<file path="src/rtl/wpr_pkg.sv">
package wpr_pkg;
    localparam int POS_W_DEF = 6;

    typedef enum logic [1:0] {
        S_WAIT    = 2'd0,
        S_READY   = 2'd1,
        S_SESSION = 2'd2
    } wpr_state_t;
endpackage

</file>
<file path="src/rtl/wpr_step.sv">
module wpr_step #(
    parameter int POS_W = 6
) (
    input  logic [POS_W-1:0] cur,
    input  logic             up,
    output logic [POS_W-1:0] nxt
);
    localparam logic [POS_W-1:0] TOP = '1;
    localparam logic [POS_W-1:0] BOT = '0;

    always_comb begin
        nxt = cur;
        if (up) begin
            if (cur != TOP) nxt = cur + 1'b1;
        end else begin
            if (cur != BOT) nxt = cur - 1'b1;
        end
    end
endmodule

</file>
<file path="src/rtl/wpr_decode.sv">
module wpr_decode #(
    parameter int POS_W = 6,
    localparam int TAPS = 1 << POS_W
) (
    input  logic [POS_W-1:0] pos,
    output logic [TAPS-1:0]  sel
);
    for (genvar i = 0; i < TAPS; i++) begin : g_tap
        assign sel[i] = (pos == POS_W'(i));
    end
endmodule

</file>
<file path="src/rtl/wiper_pos_reg.sv">
module wiper_pos_reg
    import wpr_pkg::*;
#(
    parameter int POS_W = POS_W_DEF,
    localparam int TAPS = 1 << POS_W
) (
    input  logic             clk,
    input  logic             rst_n,
    input  logic             recall_req,
    input  logic [POS_W-1:0] recall_data,
    input  logic             load_req,
    input  logic [POS_W-1:0] load_data,
    input  logic             xfer_req,
    input  logic [POS_W-1:0] xfer_data,
    input  logic             step_en,
    input  logic             step_pulse,
    input  logic             step_up,
    output logic [POS_W-1:0] wiper_pos,
    output logic [TAPS-1:0]  tap_sel
);
    localparam logic [POS_W-1:0] POS_MAX = '1;

    wpr_state_t       state_q, state_d;
    logic [POS_W-1:0] pos_q, pos_d, stepped;

    wpr_step #(.POS_W(POS_W)) u_step (
        .cur (pos_q),
        .up  (step_up),
        .nxt (stepped)
    );

    wpr_decode #(.POS_W(POS_W)) u_dec (
        .pos (pos_q),
        .sel (tap_sel)
    );

    // state register
    always_ff @(posedge clk) begin
        if (!rst_n) state_q <= S_WAIT;
        else        state_q <= state_d;
    end

    // transitions
    always_comb begin
        state_d = state_q;
        unique case (state_q)
            S_WAIT:    if (recall_req) state_d = step_en ? S_SESSION : S_READY;
            S_READY:   if (step_en)    state_d = S_SESSION;
            S_SESSION: if (!step_en)   state_d = S_READY;
            default:   state_d = S_WAIT;
        endcase
    end

    // position update, priority recall > load > transfer > step
    always_comb begin
        pos_d = pos_q;
        if (recall_req) begin
            pos_d = recall_data;
        end else begin
            unique case (state_q)
                S_WAIT:    pos_d = '0;
                S_READY: begin
                    if (load_req)      pos_d = load_data;
                    else if (xfer_req) pos_d = xfer_data;
                end
                S_SESSION: begin
                    if (load_req)        pos_d = load_data;
                    else if (xfer_req)   pos_d = xfer_data;
                    else if (step_pulse) pos_d = stepped;
                end
                default:   pos_d = '0;
            endcase
        end
    end

    always_ff @(posedge clk) begin
        if (!rst_n) pos_q <= '0;
        else        pos_q <= pos_d;
    end

    assign wiper_pos = pos_q;


    tap_onehot_chk: assert property (@(posedge clk) disable iff (!rst_n)
        $countones(tap_sel) == 1 && tap_sel[wiper_pos]);


    hold_zero_chk: assert property (@(posedge clk) disable iff (!rst_n)
        state_q == S_WAIT |-> wiper_pos == '0);


    recall_chk: assert property (@(posedge clk) disable iff (!rst_n)
        recall_req |=> wiper_pos == $past(recall_data));


    load_chk: assert property (@(posedge clk) disable iff (!rst_n)
        (state_q != S_WAIT && load_req && !recall_req) |=> wiper_pos == $past(load_data));


    no_wrap_top_chk: assert property (@(posedge clk) disable iff (!rst_n)
        (state_q == S_SESSION && step_pulse && step_up && !recall_req && !load_req
         && !xfer_req && wiper_pos == POS_MAX) |=> wiper_pos == POS_MAX);


    no_wrap_bot_chk: assert property (@(posedge clk) disable iff (!rst_n)
        (state_q == S_SESSION && step_pulse && !step_up && !recall_req && !load_req
         && !xfer_req && wiper_pos == '0) |=> wiper_pos == '0);


    idle_step_chk: assert property (@(posedge clk) disable iff (!rst_n)
        (state_q == S_READY && !recall_req && !load_req && !xfer_req) |=> $stable(wiper_pos));
endmodule

</file>
<file path="config.mk">
export PLATFORM = sky130hd
export DESIGN_NAME = wiper_pos_reg
export DESIGN_NICKNAME = d
export VERILOG_FILES = /design/src/rtl/wpr_pkg.sv /design/src/rtl/wpr_step.sv /design/src/rtl/wpr_decode.sv /design/src/rtl/wiper_pos_reg.sv
export SDC_FILE = /design/constraint.sdc
export NUM_CORES = 1
export LEC_CHECK = 0
export BUFFER_PORTS_ARGS = -buffer_cell sky130_fd_sc_hd__buf_2
export CAP_MARGIN = 20
export CORE_MARGIN = 5
export CORE_UTILIZATION = 44
export DETAILED_ROUTE_END_ITERATION = 12
export MAX_ROUTING_LAYER = met4
export PLACE_DENSITY = 0.86
export SLEW_MARGIN = 20
export SYNTH_ARGS = -nofsm -noshare
export SYNTH_HDL_FRONTEND = slang
export SYNTH_SLANG_ARGS = --single-unit
</file>
<file path="constraint.sdc">
create_clock -name clk -period 5.7 [get_ports clk]
set_input_delay 1.14 -clock clk [delete_from_list [all_inputs] [get_ports clk]]
set_output_delay 1.14 -clock clk [all_outputs]
set_load 0.1 [all_outputs]
</file>
==> run metrics <==
outcome=complete, no violations; register area share after synthesis=12.7%; Synth cell types=42; Worst EP required=4560 ps; Async SR Flop Fraction=0%; period utilization=54.6%; postcts setup bufs=0; initial antenna violation count=0; worst path arrival time=1970 ps; Top Usage Layer GRT=met2; top-count cell post-synth=nor2_1; Peak Freq=0.321 GHz; CTS tree=built; Num CTS Buffers=3; Die H=63.5 um; Peak VDD IR=0.241 mV; dominant synthesized flop cell=dfxtp_1; Final setup viols=0; power density cells=264 mW/mm^2; global-route wire length before repair=7.11 mm; Util after Layout=62.5%; Wirelength per Cell=14.2 um; Power Total=0.455 mW; clock sink total=8; dpl ws=2900 ps; Post-CTS Resized=0; Post-Synthesis Cells=208; Final Skew=8.83 ps; synth warn=0; latest clock arrival within the worst-skew pair=270 ps; CORE AREA=0.00276 sq mm; Reg area=160 sq um; Mapped Nets=242; multi-input logic area=986 sq um; CP startpoint=wiper_pos[0]$_SDFFE_PN0P_; cell leakage power=0.957 nW; Vias=1785; mean area per synthesized cell=6.06 sq um; Largest register FFs=6; GR met3 Demand/Resource=2.66%; setup repair after global routing missed its margin=no; ant diodes=0; die extent in x=63.5 um; vias per cell=5.56; IO buf count=95; Critical R2R Launch=wiper_pos[0]$_SDFFE_PN0P_; DPL Wire Length=3.60 mm; total gr overflow=0; start point of the worst min-delay path=state_q[1]$_SDFFE_PN0P_; I/O pin count=96; drt initial violations=105; NumNets Final=326; Setup CP Type=flop to output port; clock-pin transition on the worst setup and hold timing paths=60 ps; Post-synth EDFFs=0; Final Hold Fails=0; Layout fillers=266; hold_buf cts=0; top cell type's share of synthesized area=21.1%; P&R area growth vs syn=36.7%; post-placement cell count=318; fin crit period=3110 ps; total routed wirelength=4.56 mm; largest net degree at the start of global routing=17; initial core utilization=45.7%; # rows=19; H-tree Lvls=1; relative slew slack=59.3%; DRC Markers=0; crit path capture type=output port; Root Driver=clkbuf_4; Total Neg Setup Slack=0 ps; commonest cells in the netlist=71 x nor2_1, 15 x nand2_1, 11 x inv_1; GR Layer Usage met1=26.0%; Syn Std Cell Area=0.00126 sq mm; Tot GR Track Use=21.3%; die area=0.00404 sq mm; Area contributors post-synth=nor2_1 21%, dfxtp_1 13%, ha_1 7.9%; drt first pass iters=4; area leader, netlist=nor2_1; worst slew pin tran=601 ps; final worst setup slack=2590 ps; routability cong.=0.837; DRT antenna net count=0; min-delay worst type=flop to flop; count of pins over their slew limit=0; CTS max path bufs=2; vias in the first global route=1549; Max Cap Viol=0; #FFs+latches synth=8; critical path fanouts, max=10; met2 usage=36.2%; Non-Filler Instances=321; CP Launch Type=flop; layout cell share with drive strength beyond 1=35.5%
-- report_power, final --
| part | total, mW | switching (mW) | internal, mW | leakage (nW) |
|---|---|---|---|---|
| registers | 0.0887 | 0.0214 | 0.0673 | 0.0660 |
| logic | 0.320 | 0.231 | 0.0888 | 0.877 |
| clock network | 0.0462 | 0.0219 | 0.0243 | 0.0138 |
-- stage by stage --
stage,hold slack [ps],area [sq um]
floorplan,533,1260
global placement,585,1700
detailed placement,603,1700
CTS,612,1720
global route,640,1720
finish,618,1720
-- kinds of logic (layout without fill, tap and decap cells) --
family	count (synthesis)	after routing	share of synthesized area, %
AOI/OAI and AO/OA	42	42	23.9
xor gates and xnor gates	2	2	1.39
adders and majority gates	8	8	7.94
buffers and inverters	27	109	9.13
DFF	8	8	12.7
muxes	2	2	1.59
and+or+nand+nor	119	119	43.4
-- cells in the final DEF, fill, tap and decap left out, drive strengths merged --
| cell | n |
|---|---|
| and4 | 2 |
| nand2 | 15 |
| nor2b | 2 |
| a32oi | 1 |
| a221oi | 2 |
| a2111oi | 2 |
| or3b | 1 |
| a221o | 6 |
| and2 | 1 |
| a2bb2oi | 1 |
| mux2i | 2 |
| clkbuf | 3 |
| o211a | 1 |
| inv | 11 |
| nand2b | 1 |
| nor2 | 72 |
| xor2 | 2 |
| nand4b | 1 |
| ha | 8 |
| or4b | 1 |
| o31a | 1 |
| buf | 95 |
| o22ai | 3 |
| o21a | 6 |
| o21ai | 7 |
| nor4 | 3 |
| a21oi | 9 |
| nor3 | 3 |
| a211oi | 1 |
| or2b | 1 |
| and4b | 1 |
| o311a | 1 |
| nor4b | 2 |
| o311ai | 1 |
| dfxtp | 8 |
| or2 | 3 |
| nand3 | 7 |
| and3 | 3 |
-- routing by layer --
metal | part of all wire [%] | wire, um | vias up
met1 | 42 | 1920 | 801
li1 | - | - | 879
met3 | 8.9 | 404 | 6
met4 | 0.92 | 42 | 0
met5 | 0 | 0 | -
met2 | 48 | 2190 | 99
-- worst paths after layout --
kind	slack [ps]	cells past startpoint	endpoint
setup / recovery	2590	4	tap_sel[63]
hold / removal	620	2	state_q[1]$_SDFFE_PN0P_
setup reg to reg	3410	6	wiper_pos[1]$_SDFFE_PN0P_
hold reg to reg	620	2	state_q[1]$_SDFFE_PN0P_
-- area by class of cell --
cell class,count,share of cell area (%)
inverter,11,2.39
tap,31,2.25
clock buffer,3,1.31
multi-input combinational,173,57.2
sequential,8,9.29
timing repair buffer,95,27.6
-- worst max-delay path: stages (launching register included) --
cell and delay (ps):
dfxtp_1 550, ha_1 340, nand3_1 200, nor2_1 170, buf_2 450
Note: power is estimated with default switching activity, not from simulation.
